<file path="src/rtl/trip_vote_pkg.sv">
package trip_vote_pkg;
  typedef enum logic [1:0] {
    VOTE_SINGLE = 2'b00,
    VOTE_RUN    = 2'b01,
    VOTE_MAJ    = 2'b10,
    VOTE_ALT    = 2'b11
  } vote_mode_e;
endpackage

</file>
<file path="src/rtl/trip_vote_cfg.sv">
module trip_vote_cfg
  import trip_vote_pkg::*;
#(
  parameter int unsigned MAX_WIN = 16,
  parameter int unsigned CW      = $clog2(MAX_WIN + 1)
) (
  input  logic          clk_i,
  input  logic          rst_ni,
  input  logic          clear_i,
  input  logic [1:0]    trip_mode_i,
  input  logic [1:0]    rel_mode_i,
  input  logic [CW-1:0] win_len_i,
  output vote_mode_e    trip_mode_o,
  output vote_mode_e    rel_mode_o,
  output logic [CW-1:0] win_o
);
  localparam logic [CW-1:0] WinMax = CW'(MAX_WIN);

  logic [CW-1:0] win_clamp;

  always_comb begin
    if (win_len_i == '0)          win_clamp = CW'(1);
    else if (win_len_i > WinMax)  win_clamp = WinMax;
    else                          win_clamp = win_len_i;
  end

  always_ff @(posedge clk_i or negedge rst_ni) begin
    if (!rst_ni) begin
      trip_mode_o <= VOTE_SINGLE;
      rel_mode_o  <= VOTE_SINGLE;
      win_o       <= CW'(1);
    end else if (clear_i) begin
      trip_mode_o <= vote_mode_e'(trip_mode_i);
      rel_mode_o  <= vote_mode_e'(rel_mode_i);
      win_o       <= win_clamp;
    end
  end
endmodule

</file>
<file path="src/rtl/trip_vote_run.sv">
module trip_vote_run #(
  parameter int unsigned MAX_WIN = 16,
  parameter int unsigned CW      = $clog2(MAX_WIN + 1)
) (
  input  logic          clk_i,
  input  logic          rst_ni,
  input  logic          restart_i,
  input  logic          sample_i,
  input  logic          qual_i,
  input  logic [CW-1:0] win_i,
  output logic          hit_o,
  output logic [CW-1:0] cnt_o
);
  logic [CW-1:0] cnt_inc;

  // saturate so the count cannot wrap when this policy is not selected
  assign cnt_inc = (cnt_o == CW'(MAX_WIN)) ? cnt_o : cnt_o + CW'(1);
  assign hit_o   = sample_i && qual_i && (cnt_inc >= win_i);

  always_ff @(posedge clk_i or negedge rst_ni) begin
    if (!rst_ni)       cnt_o <= '0;
    else if (restart_i) cnt_o <= '0;
    else if (sample_i)  cnt_o <= qual_i ? cnt_inc : '0;
  end
endmodule

</file>
<file path="src/rtl/trip_vote_window.sv">
module trip_vote_window #(
  parameter int unsigned MAX_WIN = 16,
  parameter int unsigned CW      = $clog2(MAX_WIN + 1)
) (
  input  logic               clk_i,
  input  logic               rst_ni,
  input  logic               restart_i,
  input  logic               sample_i,
  input  logic               qual_i,
  input  logic [CW-1:0]      win_i,
  output logic               hit_o,
  output logic [MAX_WIN-1:0] win_q_o,
  output logic [CW-1:0]      pop_o
);
  logic [MAX_WIN-1:0] keep_mask, last_mask, shifted;
  logic               out_bit;
  logic [CW:0]        pop_nx;
  logic [CW+1:0]      twice_pop, win_ext;

  for (genvar i = 0; i < MAX_WIN; i++) begin : g_mask
    assign keep_mask[i] = (CW'(i) < win_i);
    assign last_mask[i] = (CW'(i) == win_i - CW'(1));
  end

  assign out_bit   = |(win_q_o & last_mask);
  assign shifted   = {win_q_o[MAX_WIN-2:0], qual_i} & keep_mask;
  assign pop_nx    = {1'b0, pop_o} + {{CW{1'b0}}, qual_i} - {{CW{1'b0}}, out_bit};
  assign twice_pop = {pop_nx, 1'b0};
  assign win_ext   = {2'b00, win_i};
  assign hit_o     = sample_i && (twice_pop > win_ext);

  always_ff @(posedge clk_i or negedge rst_ni) begin
    if (!rst_ni) begin
      win_q_o <= '0;
      pop_o   <= '0;
    end else if (restart_i) begin
      win_q_o <= '0;
      pop_o   <= '0;
    end else if (sample_i) begin
      win_q_o <= shifted;
      pop_o   <= pop_nx[CW-1:0];
    end
  end
endmodule

</file>
<file path="src/rtl/trip_vote_filter.sv">
module trip_vote_filter
  import trip_vote_pkg::*;
#(
  parameter int unsigned MAX_WIN = 16,
  localparam int unsigned CW     = $clog2(MAX_WIN + 1)
) (
  input  logic          clk_i,
  input  logic          rst_ni,
  input  logic          clear_i,
  input  logic          strobe_i,
  input  logic          viol_i,
  input  logic [1:0]    trip_mode_i,
  input  logic [1:0]    rel_mode_i,
  input  logic [CW-1:0] win_len_i,
  output logic          trip_o,
  output logic          trip_evt_o
);
  vote_mode_e         trip_mode, rel_mode, act_mode;
  logic [CW-1:0]      win_n, run_cnt, pop_q;
  logic [MAX_WIN-1:0] win_q;
  logic               sample, qual, run_hit, win_hit, flip, restart;

  trip_vote_cfg #(.MAX_WIN(MAX_WIN), .CW(CW)) i_cfg (
    .clk_i, .rst_ni, .clear_i,
    .trip_mode_i, .rel_mode_i, .win_len_i,
    .trip_mode_o (trip_mode),
    .rel_mode_o  (rel_mode),
    .win_o       (win_n)
  );

  assign sample   = strobe_i && !clear_i;
  assign qual     = viol_i ^ trip_o;  // violation counts when released, clean when tripped
  assign act_mode = trip_o ? rel_mode : trip_mode;

  trip_vote_run #(.MAX_WIN(MAX_WIN), .CW(CW)) i_run (
    .clk_i, .rst_ni,
    .restart_i (restart),
    .sample_i  (sample),
    .qual_i    (qual),
    .win_i     (win_n),
    .hit_o     (run_hit),
    .cnt_o     (run_cnt)
  );

  trip_vote_window #(.MAX_WIN(MAX_WIN), .CW(CW)) i_win (
    .clk_i, .rst_ni,
    .restart_i (restart),
    .sample_i  (sample),
    .qual_i    (qual),
    .win_i     (win_n),
    .hit_o     (win_hit),
    .win_q_o   (win_q),
    .pop_o     (pop_q)
  );

  always_comb begin
    unique case (act_mode)
      VOTE_RUN: flip = run_hit;
      VOTE_MAJ: flip = win_hit;
      default:  flip = sample && qual;
    endcase
  end

  assign restart = clear_i || flip;

  always_ff @(posedge clk_i or negedge rst_ni) begin
    if (!rst_ni) begin
      trip_o     <= 1'b0;
      trip_evt_o <= 1'b0;
    end else begin
      trip_o     <= trip_o ^ flip;
      trip_evt_o <= flip && !trip_o;
    end
  end
endmodule

</file>
<file path="config.mk">
export PLATFORM = sky130hd
export DESIGN_NAME = trip_vote_filter
export DESIGN_NICKNAME = d
export VERILOG_FILES = /design/src/rtl/trip_vote_pkg.sv /design/src/rtl/trip_vote_cfg.sv /design/src/rtl/trip_vote_run.sv /design/src/rtl/trip_vote_window.sv /design/src/rtl/trip_vote_filter.sv
export SDC_FILE = /design/constraint.sdc
export NUM_CORES = 1
export LEC_CHECK = 0
export ABC_AREA = 1
export BUFFER_PORTS_ARGS = -buffer_cell sky130_fd_sc_hd__buf_2
export CAP_MARGIN = 10
export CORE_UTILIZATION = 35
export CTS_CLUSTER_DIAMETER = 50
export DETAILED_ROUTE_END_ITERATION = 10
export PLACE_DENSITY = 0.56
export RECOVER_POWER = 100
export SLEW_MARGIN = 20
export SYNTH_ARGS = -nofsm -noshare
export SYNTH_HDL_FRONTEND = slang
export SYNTH_SLANG_ARGS = --single-unit
</file>
<file path="constraint.sdc">
create_clock -name clk_i -period 3.6 [get_ports clk_i]
set_clock_uncertainty 0.15 [all_clocks]
set_input_delay 0.36 -clock clk_i [delete_from_list [all_inputs] [get_ports clk_i]]
set_output_delay 0.36 -clock clk_i [all_outputs]
set_load 0.03 [all_outputs]
</file>
==> impl_metrics.env <==
export IMPL_rsz0062_at_grt="yes"
export IMPL_power_switching_mw=0.916
export IMPL_clock_latency_ns=0.29
export IMPL_dr_pass1_iters=4
export IMPL_leakagePower_nw=1.66
export IMPL_cp_start_kind="flip-flop"
export IMPL_violations="capacitance limit, slew limit, setup timing"
export IMPL_tightest_slew_ns=2.05
export IMPL_vdd_drop_max_uv=288
export IMPL_design_area_sq_mm=0.00333
export IMPL_grt_util_all_layers=0.181
export IMPL_cp_data_required_time_ns=3.63
export IMPL_dr_wl_met3_um=201
export IMPL_drt_antenna_violating_nets=0
export IMPL_min_period_ns=3.80
export IMPL_critical_path_depth=26
export IMPL_wl_met1_um=3310
export IMPL_synth_edf_count=0
export IMPL_placed_cell_area_sq_mm=0.00301
export IMPL_drt_iter0_drc=128
export IMPL_overflow=0
export IMPL_critPathMaxFanout=6
export IMPL_multi_input_area_sq_mm=0.00156
export IMPL_synth_area_leaders="dfrtp_1, nand2_1, ha_1"
export IMPL_ys_async_sr_fraction=1.00
export IMPL_cap_violations=1
export IMPL_io_buffer_count=15
export IMPL_dieArea_sq_mm=0.00781
export IMPL_cts_sinks=37
export IMPL_netlist_cell_type_count=40
export IMPL_clkTransAtPathRegs_ns=0.08
export IMPL_setup_tns_ns=-3.03
export IMPL_syn_area_sq_mm=0.00261
export IMPL_synth_top_area_frac=0.345
export IMPL_wl_um=6540
export IMPL_gp_congestion=0.917
export IMPL_whs_path_depth=3
export IMPL_start_util=0.362
export IMPL_max_stage_delay_ns=0.63
export IMPL_yosys_warnings=0
export IMPL_comb_power_share=0.596
export IMPL_fin_cells=505
export IMPL_crit_arrival_ns=3.83
export IMPL_dp_cells=491
export IMPL_yosysMostFrequentCell="nand2_1"
export IMPL_cts_tree="done"
export IMPL_ys_flop_type="dfrtp_1"
export IMPL_worstSetupPathType="reg2reg"
export IMPL_relSlewSlack=-0.365
export IMPL_synth_seq_cells=37
export IMPL_finalSetupViolCount=27
export IMPL_ys_seq_area_frac=0.355
export IMPL_regArea_sq_um=928
export IMPL_antenna_found_initial=0
export IMPL_r2r_setup_slack_ns=-0.20
export IMPL_synth_commonest_cells="nand2_1, inv_1, dfrtp_1"
export IMPL_fmax_mhz=263
export IMPL_syn_nets=389
export IMPL_worst_setup_path_end_kind="flip-flop"
export IMPL_min_path_type="in2reg"
export IMPL_wl_per_cell_um=13.0
export IMPL_fillCellCount=744
export IMPL_post_dp_hpwl_um=4820
export IMPL_drc=0
export IMPL_diodes=0
export IMPL_critPathSlowestCell="dfstp_2"
export IMPL_path_common_cell="nand2_2"
export IMPL_root_buffer="clkbuf_8"
export IMPL_seq_power_share=0.232
export IMPL_vias=2415
export IMPL_drt_vias_per_instance=4.78
export IMPL_utilization=0.461
export IMPL_avgSynthCellArea_sq_um=7.38
export IMPL_htreeDepth=2
export IMPL_clock_path_buffers=2
export IMPL_drv_slew=38
export IMPL_top_layer="met4"
export IMPL_syn_to_final_growth_pct=27.4
export IMPL_die_h_um=88.4
export IMPL_swShare=0.420
export IMPL_yosys_area_top_type="dfrtp_1"
export IMPL_report_final_hold_viol_count=0
export IMPL_fin_crit_sh=1.06
export IMPL_clockPowerShare=0.172
export IMPL_run_status="complete, but fails checks"
export IMPL_crit_family="adder cells"
export IMPL_hold_buffers=0
export IMPL_cts_made_buffers=5
export IMPL_pin_count=16
export IMPL_grt_first_pass_wirelength_um=10800
export IMPL_core_area_sq_mm=0.00721
export IMPL_p_per_area_mw_per_mm2=656
export IMPL_rows=31
export IMPL_r2r_cells=26
export IMPL_crit_buf_inv=5
export IMPL_fin_ws_ns=-0.203
export IMPL_layout_drive_gt1_share=0.268
export IMPL_grt_max_degree=38
export IMPL_wl_met2_um=2940
export IMPL_syn_inst=354
export IMPL_layout_nets=440
export IMPL_die_w_um=88.4
export IMPL_p_int_mw=1.26
export IMPL_grt_pass1_vias=2241
## stage by stage
stage	worst slack, ns	power, mW	hold WS [ns]
after global placement	-0.150	1.49	0.301
after floorplan	0.00928	1.21	-0.0856
after detailed placement	-0.245	1.50	0.311
final	-0.203	2.18	0.128
after global routing	-0.432	2.36	0.140
after CTS	-0.192	1.99	0.0620
## tightest hold or removal path: cells and delay by family
family / cells / cell delay, ns
buf+inv: 1 / 0.08
simple gates: 2 / 0.09
## layer usage
layer | global-route usage | vias up
met5 | 0 | -
met4 | 0.0557 | 0
li1 | - | 1247
met2 | 0.279 | 45
met1 | 0.259 | 1113
met3 | 0.0317 | 10
## area by class of cell
| type | count | share of cell area |
|---|---|---|
| timing repair buffer | 51 | 0.106 |
| sequential | 37 | 0.279 |
| multi-input combinational | 244 | 0.468 |
| tap | 99 | 0.0372 |
| clock inverter | 1 | 0.00903 |
| inverter | 66 | 0.0745 |
| clock buffer | 7 | 0.0260 |
## power by group through the flow
stage / registers (mW) / clock network, mW / logic [mW]
2_1_floorplan: 0.517 / 0 / 0.691
3_3_place_gp: 0.513 / 0 / 0.977
3_5_place_dp: 0.514 / 0 / 0.990
4_1_cts: 0.507 / 0.386 / 1.10
5_1_grt: 0.513 / 0.400 / 1.44
6_report: 0.507 / 0.375 / 1.30
## path summary, 6_finish.rpt
| path | start | end |
|---|---|---|
| min in group asynchronous | rst_ni | i_win.win_q_o[7] |
| setup reg to reg | i_cfg.win_o[0] | trip_o |
| max in group asynchronous | rst_ni | i_cfg.win_o[1] |
| setup / recovery | i_cfg.win_o[0] | trip_o |
| hold reg to reg | i_cfg.trip_mode_o[0] | i_cfg.trip_mode_o[0] |
| hold / removal | trip_mode_i[0] | i_cfg.trip_mode_o[0] |
## cell usage in the layout (no fill, tap or decap), types with 3 or more instances in the layout
cell       n
nor2_4     4
xor2_1     4
clkbuf_1   4
inv_2      6
nor2_1    15
ha_1      16
inv_1     59
buf_2     12
ha_4       3
a21oi_1   10
o22ai_1    4
nor2_2    13
buf_4     35
a31oi_1    3
o21ai_0   14
nand2_2   11
nand2_1   85
dfrtp_1   35
nand3_1   10
nand4_1   22
clkbuf_8   6
## cells by family after synthesis
| logic type | after synthesis | synth area share |
|---|---|---|
| xor+xnor | 6 | 0.0201 |
| flops | 37 | 0.355 |
| buf+inv | 74 | 0.113 |
| simple gates | 174 | 0.315 |
| compound gates | 42 | 0.0934 |
| fa+ha+maj | 21 | 0.103 |
## what timing repair did
item | in CTS | in global routing
cloned | 1 | 0
buffers inserted | 3 | 3
pin swaps | 13 | 15
endpoints found under the setup margin | 27 | 28
resized for setup | 22 | 14
## flip-flops by register name, indices dropped and copies added, names as in the netlist
register / count
i_cfg.rel_mode_o: 2
i_cfg.trip_mode_o: 2
i_cfg.win_o: 5
i_run.cnt_o: 5
i_win.pop_o: 5
i_win.win_q_o: 16
trip_evt_o: 1
trip_o: 1
(Power assumes the default switching activity.)
